===== config.mk =====
export PLATFORM = sky130hd
export DESIGN_NAME = irq_route_ctl
export DESIGN_NICKNAME = d
export VERILOG_FILES = /design/src/rtl/irq_route_pkg.sv /design/src/rtl/irq_src_cond.sv /design/src/rtl/irq_line_ctl.sv /design/src/rtl/irq_route_ctl.sv
export SDC_FILE = /design/constraint.sdc
export NUM_CORES = 1
export LEC_CHECK = 0
export ABC_CLOCK_PERIOD_IN_PS = 2200
export BUFFER_PORTS_ARGS = -buffer_cell sky130_fd_sc_hd__buf_2
export CAP_MARGIN = 10
export CORE_UTILIZATION = 45
export CTS_BUF_LIST = sky130_fd_sc_hd__clkbuf_8
export DETAILED_ROUTE_END_ITERATION = 8
export PLACE_DENSITY = 0.67
export SYNTH_ARGS = -nofsm -noshare
export SYNTH_HDL_FRONTEND = slang
export SYNTH_SLANG_ARGS = --single-unit

===== constraint.sdc =====
create_clock -name clk -period 2.2 [get_ports clk]
set_input_delay 0.11 -clock clk [delete_from_list [all_inputs] [get_ports clk]]
set_output_delay 0.11 -clock clk [all_outputs]
set_load 0.01 [all_outputs]

===== src/rtl/irq_route_pkg.sv =====
// Shared constants for the routed level-interrupt controller.
// Assumes nine sources, three request lines and 32-bit register words.
package irq_route_pkg;
    localparam int NSRC      = 9;
    localparam int NLINE     = 3;
    localparam int DW        = 32;
    localparam int PEND_LSB  = 16;
    // Sources with a fixed active level, and that level.
    localparam logic [NSRC-1:0] FIXED_MASK = 9'b1_0000_0110;
    localparam logic [NSRC-1:0] FIXED_LVL  = 9'b1_0000_0010;
    // Reset value of the polarity register (all active high).
    localparam logic [NSRC-1:0] POL_RST    = 9'b1_1111_1111;
endpackage


===== src/rtl/irq_src_cond.sv =====
// Source conditioning: two-flop synchroniser per source followed by
// polarity correction. Output bit is 1 when the source requests.
// Assumes src_i may change at any time; flops reset to the idle level.
module irq_src_cond #(
    parameter int              NSRC       = 9,
    parameter logic [NSRC-1:0] FIXED_MASK = '0,
    parameter logic [NSRC-1:0] FIXED_LVL  = '0,
    parameter logic [NSRC-1:0] SYNC_RST   = '0
) (
    input  logic            clk,
    input  logic            rst_n,
    input  logic [NSRC-1:0] src_i,
    input  logic [NSRC-1:0] pol_i,
    output logic [NSRC-1:0] active_o
);
    logic [NSRC-1:0] s1_q;
    logic [NSRC-1:0] s2_q;

    // Two-stage synchroniser for every source.
    always_ff @(posedge clk) begin
        if (!rst_n) begin
            s1_q <= SYNC_RST;
            s2_q <= SYNC_RST;
        end else begin
            s1_q <= src_i;
            s2_q <= s1_q;
        end
    end

    // Pick fixed or programmable level per source and normalise.
    for (genvar i = 0; i < NSRC; i++) begin : g_pol
        if (FIXED_MASK[i]) begin : g_fixed
            assign active_o[i] = FIXED_LVL[i] ? s2_q[i] : ~s2_q[i];
        end else begin : g_prog
            assign active_o[i] = pol_i[i] ? s2_q[i] : ~s2_q[i];
        end
    end

    AST_FIXED_POL_IGNORED: assert property (@(posedge clk) disable iff (!rst_n)
        $stable(s2_q) |-> $stable(active_o & FIXED_MASK));
endmodule


===== src/rtl/irq_line_ctl.sv =====
// One request line: enable mask, sticky pending flags (set wins over
// write-1-clear) and a registered request output.
// Assumes en_wr_i and clr_i are already qualified by the address decode.
module irq_line_ctl #(
    parameter int NSRC = 9
) (
    input  logic            clk,
    input  logic            rst_n,
    input  logic            en_wr_i,
    input  logic [NSRC-1:0] en_data_i,
    input  logic [NSRC-1:0] clr_i,
    input  logic [NSRC-1:0] active_i,
    output logic [NSRC-1:0] en_o,
    output logic [NSRC-1:0] pend_o,
    output logic            req_o
);
    logic [NSRC-1:0] en_q;
    logic [NSRC-1:0] pend_q;
    logic            req_q;

    // Enable mask register.
    always_ff @(posedge clk) begin
        if (!rst_n)       en_q <= '0;
        else if (en_wr_i) en_q <= en_data_i;
    end

    // Pending flags: clear by write-1, then re-set by active sources.
    always_ff @(posedge clk) begin
        if (!rst_n) pend_q <= '0;
        else        pend_q <= (pend_q & ~clr_i) | active_i;
    end

    // Registered request: any enabled pending source.
    always_ff @(posedge clk) begin
        if (!rst_n) req_q <= 1'b0;
        else        req_q <= |(pend_q & en_q);
    end

    assign en_o   = en_q;
    assign pend_o = pend_q;
    assign req_o  = req_q;

    AST_SET_WINS: assert property (@(posedge clk) disable iff (!rst_n)
        1'b1 |=> ((pend_q & $past(active_i)) == $past(active_i)));
    AST_PEND_STICKY: assert property (@(posedge clk) disable iff (!rst_n)
        (clr_i == '0) |=> ((pend_q & $past(pend_q)) == $past(pend_q)));
    AST_MASKED_QUIET: assert property (@(posedge clk) disable iff (!rst_n)
        (en_q == '0) |=> !req_q);
endmodule


===== src/rtl/irq_route_ctl.sv =====
// Top: register decode, polarity register, registered read mux, and one
// irq_line_ctl per request line. Word-addressed; whole-word accesses.
// Assumes wr_en and rd_en are single-cycle strobes in the clk domain.
module irq_route_ctl
    import irq_route_pkg::*;
#(
    parameter int ADDR_W = $clog2(NLINE + 1)
) (
    input  logic              clk,
    input  logic              rst_n,
    input  logic [NSRC-1:0]   src_in,
    input  logic              wr_en,
    input  logic              rd_en,
    input  logic [ADDR_W-1:0] addr,
    input  logic [DW-1:0]     wdata,
    output logic [DW-1:0]     rdata,
    output logic [NLINE-1:0]  irq_req
);
    // Idle level of each source at reset, so no flag appears after reset.
    localparam logic [NSRC-1:0] SYNC_RST =
        ~((FIXED_MASK & FIXED_LVL) | (~FIXED_MASK & POL_RST));

    logic [NSRC-1:0] pol_q;
    logic [NSRC-1:0] active;
    logic [NSRC-1:0] en_w   [NLINE];
    logic [NSRC-1:0] pend_w [NLINE];
    logic [DW-1:0]   rd_next;
    logic [DW-1:0]   rdata_q;
    logic            unused_wbits;

    assign unused_wbits = ^{wdata[DW-1:PEND_LSB+NSRC], wdata[PEND_LSB-1:NSRC]};

    // Polarity register at word 0.
    always_ff @(posedge clk) begin
        if (!rst_n)                         pol_q <= POL_RST;
        else if (wr_en && addr == '0)       pol_q <= wdata[NSRC-1:0];
    end

    irq_src_cond #(
        .NSRC(NSRC), .FIXED_MASK(FIXED_MASK),
        .FIXED_LVL(FIXED_LVL), .SYNC_RST(SYNC_RST)
    ) u_cond (
        .clk(clk), .rst_n(rst_n), .src_i(src_in),
        .pol_i(pol_q), .active_o(active)
    );

    for (genvar n = 0; n < NLINE; n++) begin : g_line
        logic hit;
        assign hit = wr_en && (addr == ADDR_W'(n + 1));
        irq_line_ctl #(.NSRC(NSRC)) u_line (
            .clk(clk), .rst_n(rst_n),
            .en_wr_i(hit),
            .en_data_i(wdata[NSRC-1:0]),
            .clr_i(hit ? wdata[PEND_LSB +: NSRC] : '0),
            .active_i(active),
            .en_o(en_w[n]),
            .pend_o(pend_w[n]),
            .req_o(irq_req[n])
        );
    end

    // Read mux: select the addressed word, unused bits stay zero.
    always_comb begin
        rd_next = '0;
        if (addr == '0) rd_next[NSRC-1:0] = pol_q;
        for (int k = 0; k < NLINE; k++) begin
            if (addr == ADDR_W'(k + 1)) begin
                rd_next[NSRC-1:0]          = en_w[k];
                rd_next[PEND_LSB +: NSRC]  = pend_w[k];
            end
        end
    end

    // Registered read data, updated only on a read strobe.
    always_ff @(posedge clk) begin
        if (!rst_n)     rdata_q <= '0;
        else if (rd_en) rdata_q <= rd_next;
    end

    assign rdata = rdata_q;

    AST_RSVD_ZERO: assert property (@(posedge clk) disable iff (!rst_n)
        (rdata[DW-1:PEND_LSB+NSRC] == '0) && (rdata[PEND_LSB-1:NSRC] == '0));
endmodule


==> impl_metrics.env <==
export IMPL_synthTopCellsByArea="dfxtp_1 49%, nand2_1 6.5%, a21oi_1 4.7%"
export IMPL_violations="DRC"
export IMPL_post_cts_setup_buffer_count=0
export IMPL_grt_pass1_vias=2912
export IMPL_critPathTopFamily="buffers and inverters"
export IMPL_drc_errors=8
export IMPL_cpMaxStageDelayCell="and3_1"
export IMPL_vias=3197
export IMPL_hold_buffers=16
export IMPL_cts_root_buf="clkbuf_8"
export IMPL_rows=34
export IMPL_clock_skew_ns=0.0104
export IMPL_detail_route_wl_per_cell_um=16.2
export IMPL_gp_congestion=0.881
export IMPL_timing_fmax_mhz=770
export IMPL_cp_arrival_ns=1.57
export IMPL_synth_top_area_share_pct=49.4
export IMPL_worstSetupPathType="in2reg"
export IMPL_finalPower_mw=3.64
export IMPL_hold_viol=0
export IMPL_period_minus_slack_ns=1.30
export IMPL_synth_seq_cells=102
export IMPL_nets=529
export IMPL_worstHoldPathType="in2reg"
export IMPL_design_portCount=82
export IMPL_clock_path_buffers=2
export IMPL_start_util_pct=47.0
export IMPL_status="finished with violations"
export IMPL_synth_cells=424
export IMPL_yosysTopAreaCell="dfxtp_1"
export IMPL_area_growth_pct=14.9
export IMPL_cts_max_level=3
export IMPL_yosysSeqAreaShare_pct=49.4
export IMPL_rsz0062_at_grt="false"
export IMPL_async_flop_share_pct=0
export IMPL_drt_wl_total_um=9660
export IMPL_die_w_um=97.9
export IMPL_grt_max_degree=61
export IMPL_postRouteAntennaNets=0
export IMPL_path_buf_inv=2
export IMPL_via_per_inst=5.37
export IMPL_ctsResizeCount=0
export IMPL_ys_warn_count=0
export IMPL_dpl_cell_area_mm2=0.00439
export IMPL_tns_ns=0
export IMPL_cts_tree="built"
export IMPL_max_stage_delay_ns=0.59
export IMPL_path_max_fanout=22
export IMPL_period_share_pct=59.1
export IMPL_fin_area_mm2=0.00475
export IMPL_netlist_area_mm2=0.00414
export IMPL_synth_distinct_cells=35
export IMPL_die_area_mm2=0.00958
export IMPL_synth_ff_type="dfxtp_1"
export IMPL_slew_violations=0
export IMPL_max_cap_viol_count=0
export IMPL_io_buffer_count=53
export IMPL_slew_headroom_pct=35.5
export IMPL_core_mm2=0.00881
export IMPL_clk_pin_slew_ns=0.11
export IMPL_dr_pass1_iters=7
export IMPL_crit_path_end_kind="register"
export IMPL_critical_path_required_ns=2.47
export IMPL_avgSynthCellArea_um2=9.75
export IMPL_diodes=0
export IMPL_p_leak_nw=1.94
export IMPL_power_density_mw_per_mm2=767
export IMPL_final_util_pct=53.9
export IMPL_layout_drive_gt1_share_pct=19.5
export IMPL_worstSkewPairLatency_ns=0.36
export IMPL_whs_ns=0.00998
export IMPL_grtUsageTotal_pct=20.5
export IMPL_cts_sink_count=102
export IMPL_drt_iter0_drc=176
export IMPL_fillCellCount=822
export IMPL_overflow=0
export IMPL_antenna_found_initial=0
export IMPL_dp_hpwl_um=6650
export IMPL_start_kind="input pin"
export IMPL_dieHeight_um=97.9
export IMPL_synth_edf_count=0
export IMPL_tightestPinTransition_ns=0.961
export IMPL_cts_buffers=9
export IMPL_final_setup_viol_count=0
export IMPL_vdd_drop_max_mv=0.364
export IMPL_path_cells="buf_2 > and3_1 > buf_4 > nand2_1 > a21oi_1"
export IMPL_grt_pass1_wl_um=15200
## through the flow
stage | cells | worst slack [ns]
floorplan | 437 | 1.07
global placement | 563 | 0.513
detailed placement | 563 | 0.526
CTS | 595 | 0.915
global route | 595 | 0.809
finish | 595 | 0.901
## per-layer routing
metal / vias up / GRT usage (%) / routed length (µm)
li1: 1564 / - / -
met1: 1504 / 26.9 / 4440
met2: 111 / 34.0 / 4490
met4: 0 / 6.99 / 177
met5: - / 0 / 0
met3: 18 / 3.58 / 548
## layout make-up
class,count,area [µm²],share of cell area [%]
Sequential cell,102,2040,43.0
Multi-Input combinational cell,287,1850,39.0
Timing Repair Buffer,80,508,10.7
Tap cell,108,135,2.84
Clock buffer,9,124,2.61
Clock inverter,7,80.1,1.69
Inverter,2,7.51,0.158
## flip-flops by register name (all words and copies together), names as in the netlist
signal and cells:
g_line.u_line.en_o 27, g_line.u_line.pend_o 27, g_line.u_line.req_o 3, pol_q 9, rdata 18, u_cond.s1_q 9
u_cond.s2_q 9
## worst min-delay path: stages
cell and delay, ns:
buf_2 0.12, nand2_1 0.05, nand3_1 0.07
## logic make-up (layout without fill, tap and decap cells)
family | Yosys count | in the layout | synth area share [%]
flops | 102 | 102 | 49.4
simple gates | 117 | 117 | 12.9
xor+xnor | 6 | 6 | 1.27
buf+inv | 48 | 98 | 6.96
mux | 27 | 27 | 9.89
other cells | 1 | 14 | 0.0907
compound gates | 123 | 123 | 19.5
## worst paths after layout
| kind | slack [ns] | cells past startpoint | end | from |
|---|---|---|---|---|
| setup reg to reg | 0.96 | 3 | rdata[3] | g_line[1].u_line.en_o[3] |
| hold / removal | 0.01 | 3 | pol_q[4] | wdata[4] |
| hold reg to reg | 0.42 | 1 | u_cond.s2_q[2] | u_cond.s1_q[2] |
| setup / recovery | 0.90 | 5 | g_line[2].u_line.en_o[8] | addr[1] |
## cells in the mapped netlist (4+ instances only)
| cell | n |
|---|---|
| o21a_1 | 24 |
| nand3_1 | 10 |
| xnor2_1 | 6 |
| nand2_1 | 72 |
| a21oi_1 | 39 |
| a21boi_0 | 21 |
| mux2i_1 | 9 |
| dfxtp_1 | 102 |
| a22oi_1 | 12 |
| clkbuf_1 | 13 |
| and2_1 | 16 |
| mux2_2 | 9 |
| nor2_1 | 9 |
| buf_4 | 20 |
| mux4_2 | 5 |
| buf_2 | 11 |
| o21ai_0 | 12 |
| mux4_1 | 4 |
## cell usage in the layout, fill, tap and decap left out, types with 5 or more instances in the layout
cell and n:
o21a_1 24, a22oi_1 12, and2_1 16, mux4_2 5, buf_2 53, dlygate4sd3_1 16, xnor2_1 6, clkbuf_8 9
a21boi_0 21, a21oi_1 39, buf_4 11, nand2_1 72, nand3_1 10, nor2_1 9, mux2i_1 9, o21ai_0 12
mux2_2 9, dfxtp_1 102, conb_1 14
## power by group
group | total [mW] | leakage, nW | switching, mW | internal [mW]
Combinational | 0.405 | 1.01 | 0.210 | 0.195
Clock | 1.22 | 0.0968 | 0.680 | 0.540
Sequential | 2.02 | 0.837 | 0.0696 | 1.95
Total | 3.64 | 1.94 | 0.959 | 2.68
(Power assumes the default switching activity.)
